===== src/rtl/kbd_evt_pkg.sv =====
package kbd_evt_pkg;

  typedef struct packed {
    logic rollover;    // 1: several keys at once is not an error
    logic irq_off;     // 1: interrupt request disabled
    logic both_edges;  // 1: queue releases as well as presses
  } kbd_mode_t;

  localparam logic [2:0] CMD_TYPE_MODE = 3'b000;
  localparam logic [2:0] CMD_TYPE_POP  = 3'b010;
  localparam logic [7:0] CMD_CLR_ERR   = 8'hCE;
  localparam logic [7:0] CMD_ERASE     = 8'hCF;
  localparam logic [7:0] PORT_DATA     = 8'h10;
  localparam logic [7:0] PORT_STAT     = 8'h11;

endpackage


===== src/rtl/kbd_cmd_decode.sv =====
module kbd_cmd_decode
  import kbd_evt_pkg::*;
(
  input  logic      cmd_wr,
  input  logic [7:0] cmd_byte,
  output logic      do_mode,
  output logic      do_pop,
  output logic      do_clr,
  output logic      do_erase,
  output kbd_mode_t mode_new
);

  always_comb begin
    do_mode  = cmd_wr && (cmd_byte[7:5] == CMD_TYPE_MODE);
    do_pop   = cmd_wr && (cmd_byte[7:5] == CMD_TYPE_POP);
    do_clr   = cmd_wr && (cmd_byte == CMD_CLR_ERR);
    do_erase = cmd_wr && (cmd_byte == CMD_ERASE);
    mode_new.rollover   = cmd_byte[3];
    mode_new.irq_off    = cmd_byte[2];
    mode_new.both_edges = cmd_byte[0];
  end

endmodule


===== src/rtl/kbd_evq_fifo.sv =====
module kbd_evq_fifo #(
  parameter int DEPTH = 8,
  parameter int W     = 8,
  localparam int CNT_W = $clog2(DEPTH + 1)
) (
  input  logic             clk,
  input  logic             rst_n,
  input  logic             push,
  input  logic [W-1:0]     push_data,
  input  logic             pop,
  input  logic             erase,
  output logic [W-1:0]     head,
  output logic [CNT_W-1:0] count,
  output logic             full,
  output logic             pop_done,
  output logic             push_drop
);

  logic [W-1:0]     mem_q [DEPTH];
  logic [W-1:0]     mem_n [DEPTH];
  logic [CNT_W-1:0] cnt_q, cnt_n;
  logic             room, push_ok, upd_en;

  always_comb begin
    pop_done  = pop && (cnt_q != '0) && !erase;
    room      = (cnt_q < CNT_W'(DEPTH)) || pop_done;
    push_ok   = push && room && !erase;
    push_drop = push && !room && !erase;
    upd_en    = erase || pop_done || push_ok;
  end

  always_comb begin
    mem_n = mem_q;
    cnt_n = cnt_q;
    if (erase) begin
      cnt_n = '0;
    end else begin
      if (pop_done) begin
        for (int i = 0; i < DEPTH - 1; i++) mem_n[i] = mem_q[i+1];
        cnt_n = cnt_n - CNT_W'(1);
      end
      if (push_ok) begin
        for (int i = 0; i < DEPTH; i++)
          if (CNT_W'(i) == cnt_n) mem_n[i] = push_data;
        cnt_n = cnt_n + CNT_W'(1);
      end
    end
  end

  always_ff @(posedge clk or negedge rst_n) begin
    if (!rst_n) begin
      cnt_q <= '0;
      for (int i = 0; i < DEPTH; i++) mem_q[i] <= '0;
    end else if (upd_en) begin
      cnt_q <= cnt_n;
      mem_q <= mem_n;
    end
  end

  assign head  = mem_q[0];
  assign count = cnt_q;
  assign full  = (cnt_q == CNT_W'(DEPTH));

endmodule


===== src/rtl/kbd_event_port.sv =====
module kbd_event_port
  import kbd_evt_pkg::*;
#(
  parameter int DEPTH  = 8,
  parameter int CODE_W = 7,
  parameter int KEYS_W = 4,
  localparam int W     = CODE_W + 1,
  localparam int CNT_W = $clog2(DEPTH + 1)
) (
  input  logic              clk,
  input  logic              rst_n,
  input  logic              scan_valid,
  input  logic [CODE_W-1:0] scan_code,
  input  logic              scan_release,
  input  logic [KEYS_W-1:0] scan_keys_down,
  input  logic [7:0]        host_addr,
  input  logic              host_wr,
  input  logic [7:0]        host_wdata,
  output logic [7:0]        host_rdata,
  output logic              irq_n
);

  kbd_mode_t        mode_q, mode_new;
  logic             dec_mode, dec_pop, dec_clr, dec_erase;
  logic             cmd_wr;
  logic             ev_take, multi_key;
  logic [W-1:0]     ev_byte, fifo_head;
  logic [CNT_W-1:0] cnt;
  logic             fifo_full, pop_done, push_drop;
  logic [W-1:0]     data_q;
  logic             err_q, err_n;
  logic [7:0]       status;

  assign cmd_wr = host_wr && (host_addr == PORT_STAT);

  kbd_cmd_decode u_dec (
    .cmd_wr   (cmd_wr),
    .cmd_byte (host_wdata),
    .do_mode  (dec_mode),
    .do_pop   (dec_pop),
    .do_clr   (dec_clr),
    .do_erase (dec_erase),
    .mode_new (mode_new)
  );

  always_comb begin
    ev_take   = scan_valid && (!scan_release || mode_q.both_edges);
    ev_byte   = {scan_release && mode_q.both_edges, scan_code};
    multi_key = (scan_keys_down > KEYS_W'(1)) && !mode_q.rollover;
  end

  kbd_evq_fifo #(.DEPTH(DEPTH), .W(W)) u_fifo (
    .clk       (clk),
    .rst_n     (rst_n),
    .push      (ev_take),
    .push_data (ev_byte),
    .pop       (dec_pop),
    .erase     (dec_erase),
    .head      (fifo_head),
    .count     (cnt),
    .full      (fifo_full),
    .pop_done  (pop_done),
    .push_drop (push_drop)
  );

  always_comb begin
    err_n = err_q;
    if (dec_clr) err_n = 1'b0;
    if (push_drop || multi_key) err_n = 1'b1;
  end

  always_ff @(posedge clk or negedge rst_n) begin
    if (!rst_n) begin
      mode_q <= '0;
      err_q  <= 1'b0;
      data_q <= '0;
    end else begin
      if (dec_mode) mode_q <= mode_new;
      err_q <= err_n;
      if (pop_done) data_q <= fifo_head;
    end
  end

  always_comb begin
    status = {2'b00, fifo_full, err_q, 4'(cnt)};
    case (host_addr)
      PORT_DATA: host_rdata = 8'(data_q);
      PORT_STAT: host_rdata = status;
      default:   host_rdata = 8'h00;
    endcase
    irq_n = !(!mode_q.irq_off && ((cnt != '0) || err_q));
  end

endmodule


===== config.mk =====
export PLATFORM = sky130hd
export DESIGN_NAME = kbd_event_port
export DESIGN_NICKNAME = d
export VERILOG_FILES = /design/src/rtl/kbd_evt_pkg.sv /design/src/rtl/kbd_cmd_decode.sv /design/src/rtl/kbd_evq_fifo.sv /design/src/rtl/kbd_event_port.sv
export SDC_FILE = /design/constraint.sdc
export NUM_CORES = 1
export LEC_CHECK = 0
export BUFFER_PORTS_ARGS = -buffer_cell sky130_fd_sc_hd__buf_2
export CAP_MARGIN = 20
export CORE_MARGIN = 2
export CORE_UTILIZATION = 45
export DETAILED_ROUTE_END_ITERATION = 16
export MAX_ROUTING_LAYER = met4
export PLACE_DENSITY = 0.61
export SKIP_CTS_REPAIR_TIMING = 1
export SLEW_MARGIN = 25
export SYNTH_ARGS = -nofsm -noshare
export SYNTH_HDL_FRONTEND = slang
export SYNTH_SLANG_ARGS = --single-unit

===== constraint.sdc =====
create_clock -name clk -period 3.6 [get_ports clk]
set_clock_uncertainty 0.1 [all_clocks]
set_input_delay 0.36 -clock clk [delete_from_list [all_inputs] [get_ports clk]]
set_output_delay 0.36 -clock clk [all_outputs]
set_load 0.01 [all_outputs]

Word level (Yosys, flattened, before mapping)

Index checks and enable logic that the tools add are counted.

Register bits: 80
Output and inout bits: 9
Logic and storage cells: 82

$add $sub $neg: 2
Order comparisons: 2
Eq/ne operators: 13
Mux-type cells: 17
Bitwise gates (word level): 1
Reduce and logical (&&, ||, !) cells: 33

Operator list:

| cell                  | number |
|---|---|
| $mux W64              | 1 |
| $mux W8               | 8 |
| $mux W56              | 1 |
| $eq A3 B4 Y1 const A  | 4 |
| $eq A8 B5 Y1 const B  | 2 |
| $eq A8 B8 Y1 const B  | 2 |
| $mux W4               | 4 |
| $pmux W8 S2           | 1 |
| $logic_and A1 B1 Y1   | 15 |
| $eq A2 B4 Y1 const A  | 2 |
| $logic_not A1 Y1      | 6 |
| $logic_or A1 B1 Y1    | 6 |
| $add A4 B1 Y4 const B | 1 |
| $eq A1 B4 Y1 const A  | 1 |
| $eq A4 B4 Y1 const B  | 1 |
| $gt A4 B1 Y1 const B  | 1 |
| $logic_not A4 Y1      | 1 |
| $lt A4 B4 Y1 const B  | 1 |
| $reduce_and A4 Y1     | 1 |
| $reduce_bool A4 Y1    | 1 |
| $sub A4 B1 Y4 const B | 1 |
| $eq A3 B2 Y1 const B  | 1 |
| $logic_not A3 Y1      | 1 |
| $mux W1               | 2 |
| other kinds (3)       | 3 |

Logic depth before layout (Yosys ltp)

Word-level depth: 11
Gate-level depth with buffers: 11
Mapped depth without buffers: 8

Cells and area by module

A second synthesis with hierarchy kept.

Cells, all modules: 451
Area, all modules: 4,419.2 µm²

Modules (own cells, without submodules):

| module         | instances | cells each | area each (µm²) | seq. area each (µm²) |
|---|---|---|---|---|
| kbd_evq_fifo   | 1         | 383        | 3,639.7         | 1,701.6 |
| kbd_event_port | 1         | 59         | 696.9           | 300.3 |
| kbd_cmd_decode | 1         | 9          | 82.6            | 0.0 |

Worst setup path after synthesis

OpenSTA, ideal clock, no wires.

Path kind: register to register
Start point: register u_fifo.cnt_q[0] (netlist: u_fifo.count[0])
End point: register u_fifo.mem_q[0] in the netlist's numbering
Setup time: 125 ps
Data arrival time: 2,586 ps
Required time: 3,375 ps
Path slack: 789 ps
Cell stages (with the launch flop): 10
Path through: dfrtp_1 -> clkbuf_1 -> inv_1 -> ha_1 -> nor3b_2 -> or3_1 -> nor2_1 -> xnor2_1 -> nor4b_4 -> mux2_2

Word-level cells in the longest chain between the ends: 8

Ends and longest elaborated chain:

| item                                                                  | RTL line           | text |
|---|---|---|
| from (decl)                                                           | kbd_evq_fifo.sv:21 | `logic [CNT_W-1:0] cnt_q, cnt_n;` |
| from (signal assigned)                                                | kbd_evq_fifo.sv:55 | `cnt_q <= cnt_n;` |
| parallel branches: the longest is 7 deep, another holds $sub A4 B1 Y4 | n/a                |  |
| $reduce_and A4 Y1 (no source line) *                                  | n/a                |  |
| to (signal assigned)                                                  | kbd_evq_fifo.sv:56 | `mem_q <= mem_n;` |
| to (decl)                                                             | kbd_evq_fifo.sv:19 | `logic [W-1:0] mem_q [DEPTH];` |

Every way passes the cells marked *. The select of a mux whose other input is x is not followed.
A chain may end at the register's enable or synchronous reset.

Worst setup path after layout

Start point: register u_fifo.cnt_q[0] (netlist: u_fifo.count[0])
End point: register u_fifo.mem_q[24] in the netlist's numbering

Word-level cells in the longest chain between the ends: 8

Ends and longest elaborated chain:

| item |
|---|
| parallel branches: the longest is 8 deep, another holds $sub A4 B1 Y4 |

Parallel ways; which one is timed is not known. The select of a mux whose other input is x is not followed.

==> impl_metrics.csv <==
group,metric,value,unit
placement,placed_area,4750,um2
worst_setup_path,critPathKind,"reg2reg",
cts,htreeDepth,3,
worst_setup_path,required,3.73,ns
detailed_routing,drtIter0Drc,215,
global_routing,grt_use_total,20.6,%
worst_setup_path,endpoint,"u_fifo.mem_q[24]$_DFFE_PN0P_",
final_layout,area_growth,12.7,%
timing,tightestPinTransition,0.763,ns
floorplan,start_util,46.7,%
timing,hold_ws,-0.0739,ns
final_layout,post-route-cell-area,4910,um2
status,status,"finished, violations left",
logic_synthesis,syn-instance-count,456,
worst_setup_path,reg2regPathDepth,9,
logic_synthesis,ys_warn_count,0,
timing,hold_violations,80,
final_layout,drive_gt1_share,28.2,%
global_routing,grt_pass1_wl,16100,um
detailed_routing,wl_per_cell,15.3,um
detailed_routing,drc,0,
cts,clock_sinks,80,
logic_synthesis,synth_edf_count,0,
logic_synthesis,avgSynthCellArea,9.55,um2
floorplan,die_width,102,um
power_and_ir_drop,ir_worst_vdd,0.313,mV
timing,period_needed,3.17,ns
worst_setup_path,critPathMaxFanout,6,
worst_setup_path,cp-startpoint,"u_fifo.count[0]$_DFFE_PN0N_",
timing,setup_viol,0,
cts,cts.root.buffer_cell,"clkbuf_8",
logic_synthesis,ys_ff_latch,80,
final_layout,fillers,888,
floorplan,chipHeight,102,um
detailed_routing,routed_wl,9650,um
cts,clk_latency,0.35,ns
power_and_ir_drop,power_density,580,nW/um2
global_routing,grt-ovfl-total,0,
floorplan,core_area,9330,um2
cts,clkSlewWorstSetupHoldPaths,0.08,ns
logic_synthesis,synth-async-reset-ratio,100,%
status,violations,"negative hold slack",
logic_synthesis,netlist_area,4350,um2
placement,dp_hpwl,6270,um
placement,io_buffers,39,
timing,tns,0,ns
final_layout,nets,533,
global_routing,grt_pass1_vias,3187,
timing,fmaxAchievable,315,MHz
worst_setup_path,reg2reg_from,"u_fifo.count[0]$_DFFE_PN0N_",
detailed_routing,drtPass1Iterations,5,
run,maxCapViolCount,0,
timing,grt_setup_unrepaired,"false",
logic_synthesis,yosys_most_used_dff,"dfrtp_1",
detailed_routing,vias_per_cell,5.24,
timing,period_share,88.1,%
logic_synthesis,synth_cell_types,52,
floorplan,rows,35,
timing,slew_headroom,48.8,%
worst_setup_path,cp-end-kind,"flip-flop",
logic_synthesis,synth_fp_nets,490,
worst_setup_path,timing.rr.end,"u_fifo.mem_q[24]$_DFFE_PN0P_",
cts,cts_inserted_buffers,9,
floorplan,die_area,10500,um2
floorplan,io_pins,41,
timing,finalMaxSlewViolations,0,
final_layout,layout_common_cells,"175 x nand2_1, 80 x dfrtp_1, 59 x mux2_2, 38 x buf_2, 20 x mux2i_1",
logic_synthesis,synth-seq-area-share,46.0,%
worst_setup_path,worstPathArrival,3.30,ns
final_layout,antenna_cells,0,
detailed_routing,antenna_left,0,
cts,cts_tree,"done",
final_layout,final_common_cell,"nand2_1",
power_and_ir_drop,p_leak,2.41,nW
placement,gp_congestion,0.897,
detailed_routing,vias,3310,
global_routing,antenna_found_initial,0,
global_routing,grt_max_degree,81,
cts,clk_path_buf_depth,2,
worst_setup_path,reg2reg_slack,0.43,ns
min_path,hold_class,"in2async",
worst_setup_path,crit_path_start_kind,"flip-flop",
==> cell usage after synthesis, drive strengths merged, types with 5 or more instances <==
master / count / area, um2
nand2: 177 / 672
dfrtp: 80 / 2000
mux2: 59 / 664
mux2i: 20 / 200
clkbuf: 17 / 63.8
nor2: 16 / 62.6
nor3: 11 / 105
a21oi: 6 / 30.0
inv: 6 / 22.5
o21ai: 6 / 30.0
nand3: 5 / 30.0
xnor2: 5 / 43.8
==> worst max-delay path, cell delays in order, from the launching register on <==
cell and delay [ns]:
dfrtp_1 0.38, inv_1 0.18, ha_1 0.22, or3b_2 0.48, nand2b_1 0.22, nor3_1 0.10
nand4b_2 0.36, nor3_4 0.43, buf_4 0.23, mux2_2 0.35
==> state kept, by name, indices dropped and copies added, names as in the netlist <==
register      flops
mode_q            3
data_q            8
err_q             1
u_fifo.mem_q     56
u_fifo.count      4
u_fifo.head       8
==> per-layer routing <==
| metal | track usage (%) | routed length (um) |
|---|---|---|
| met1 | 27.7 | 4580 |
| met2 | 32.0 | 4570 |
| met3 | 2.94 | 342 |
| met4 | 7.59 | 153 |
| met5 | - | 0 |
==> stage by stage <==
| stage | power, W | setup slack, ns | utilization [%] | std cells |
|---|---|---|---|---|
| 3_5_place_dp | 0.00229 | 0.469 | 50.9 | 617 |
| 5_1_grt | 0.00306 | 0.284 | 52.6 | 632 |
| 4_1_cts | 0.00287 | 0.458 | 52.6 | 632 |
| 3_3_place_gp | 0.00225 | 0.510 | 50.9 | 617 |
| 6_report | 0.00285 | 0.430 | 52.6 | 632 |
| 2_1_floorplan | 0.00207 | 0.789 | - | 456 |
==> area by class of cell <==
type | instances | area [um2] | share of cell area, %
Inverter | 6 | 22.5 | 0.459
Clock buffer | 11 | 131 | 2.68
Tap cell | 129 | 161 | 3.29
Sequential cell | 80 | 2000 | 40.8
Timing Repair Buffer | 51 | 304 | 6.20
Clock inverter | 4 | 22.5 | 0.459
Multi-Input combinational cell | 351 | 2260 | 46.1
==> worst min path at each step <==
stage	from	end	cells after the start
3_5_place_dp	u_fifo.head[4]$_DFFE_PN0P_	data_q[4]$_DFFE_PN0N_	2
3_3_place_gp	u_fifo.head[4]$_DFFE_PN0P_	data_q[4]$_DFFE_PN0N_	2
2_1_floorplan	rst_n	data_q[0]$_DFFE_PN0N_	0
4_1_cts	rst_n	mode_q[0]$_DFFE_PN0P_	1
6_report	rst_n	mode_q[1]$_DFFE_PN0P_	1
5_1_grt	rst_n	mode_q[1]$_DFFE_PN0P_	1
==> kinds of logic after synthesis <==
group,after synthesis,synth area share (%)
AOI/OAI and AO/OA,27,4.22
xor gates and xnor gates,5,1.01
adders and majority gates,2,0.575
buffers and inverters,25,2.27
DFF,80,46.0
muxes,79,19.9
and+or+nand+nor,238,26.1
==> report_power, final <==
part / internal, W / switching [W] / leakage, nW
logic: 0.000464 / 0.000469 / 1.29
registers: 0.00119 / 0.000160 / 1.04
clock network: 0.000244 / 0.000321 / 0.0789
No activity file was read; power rests on OpenSTA's default activity.
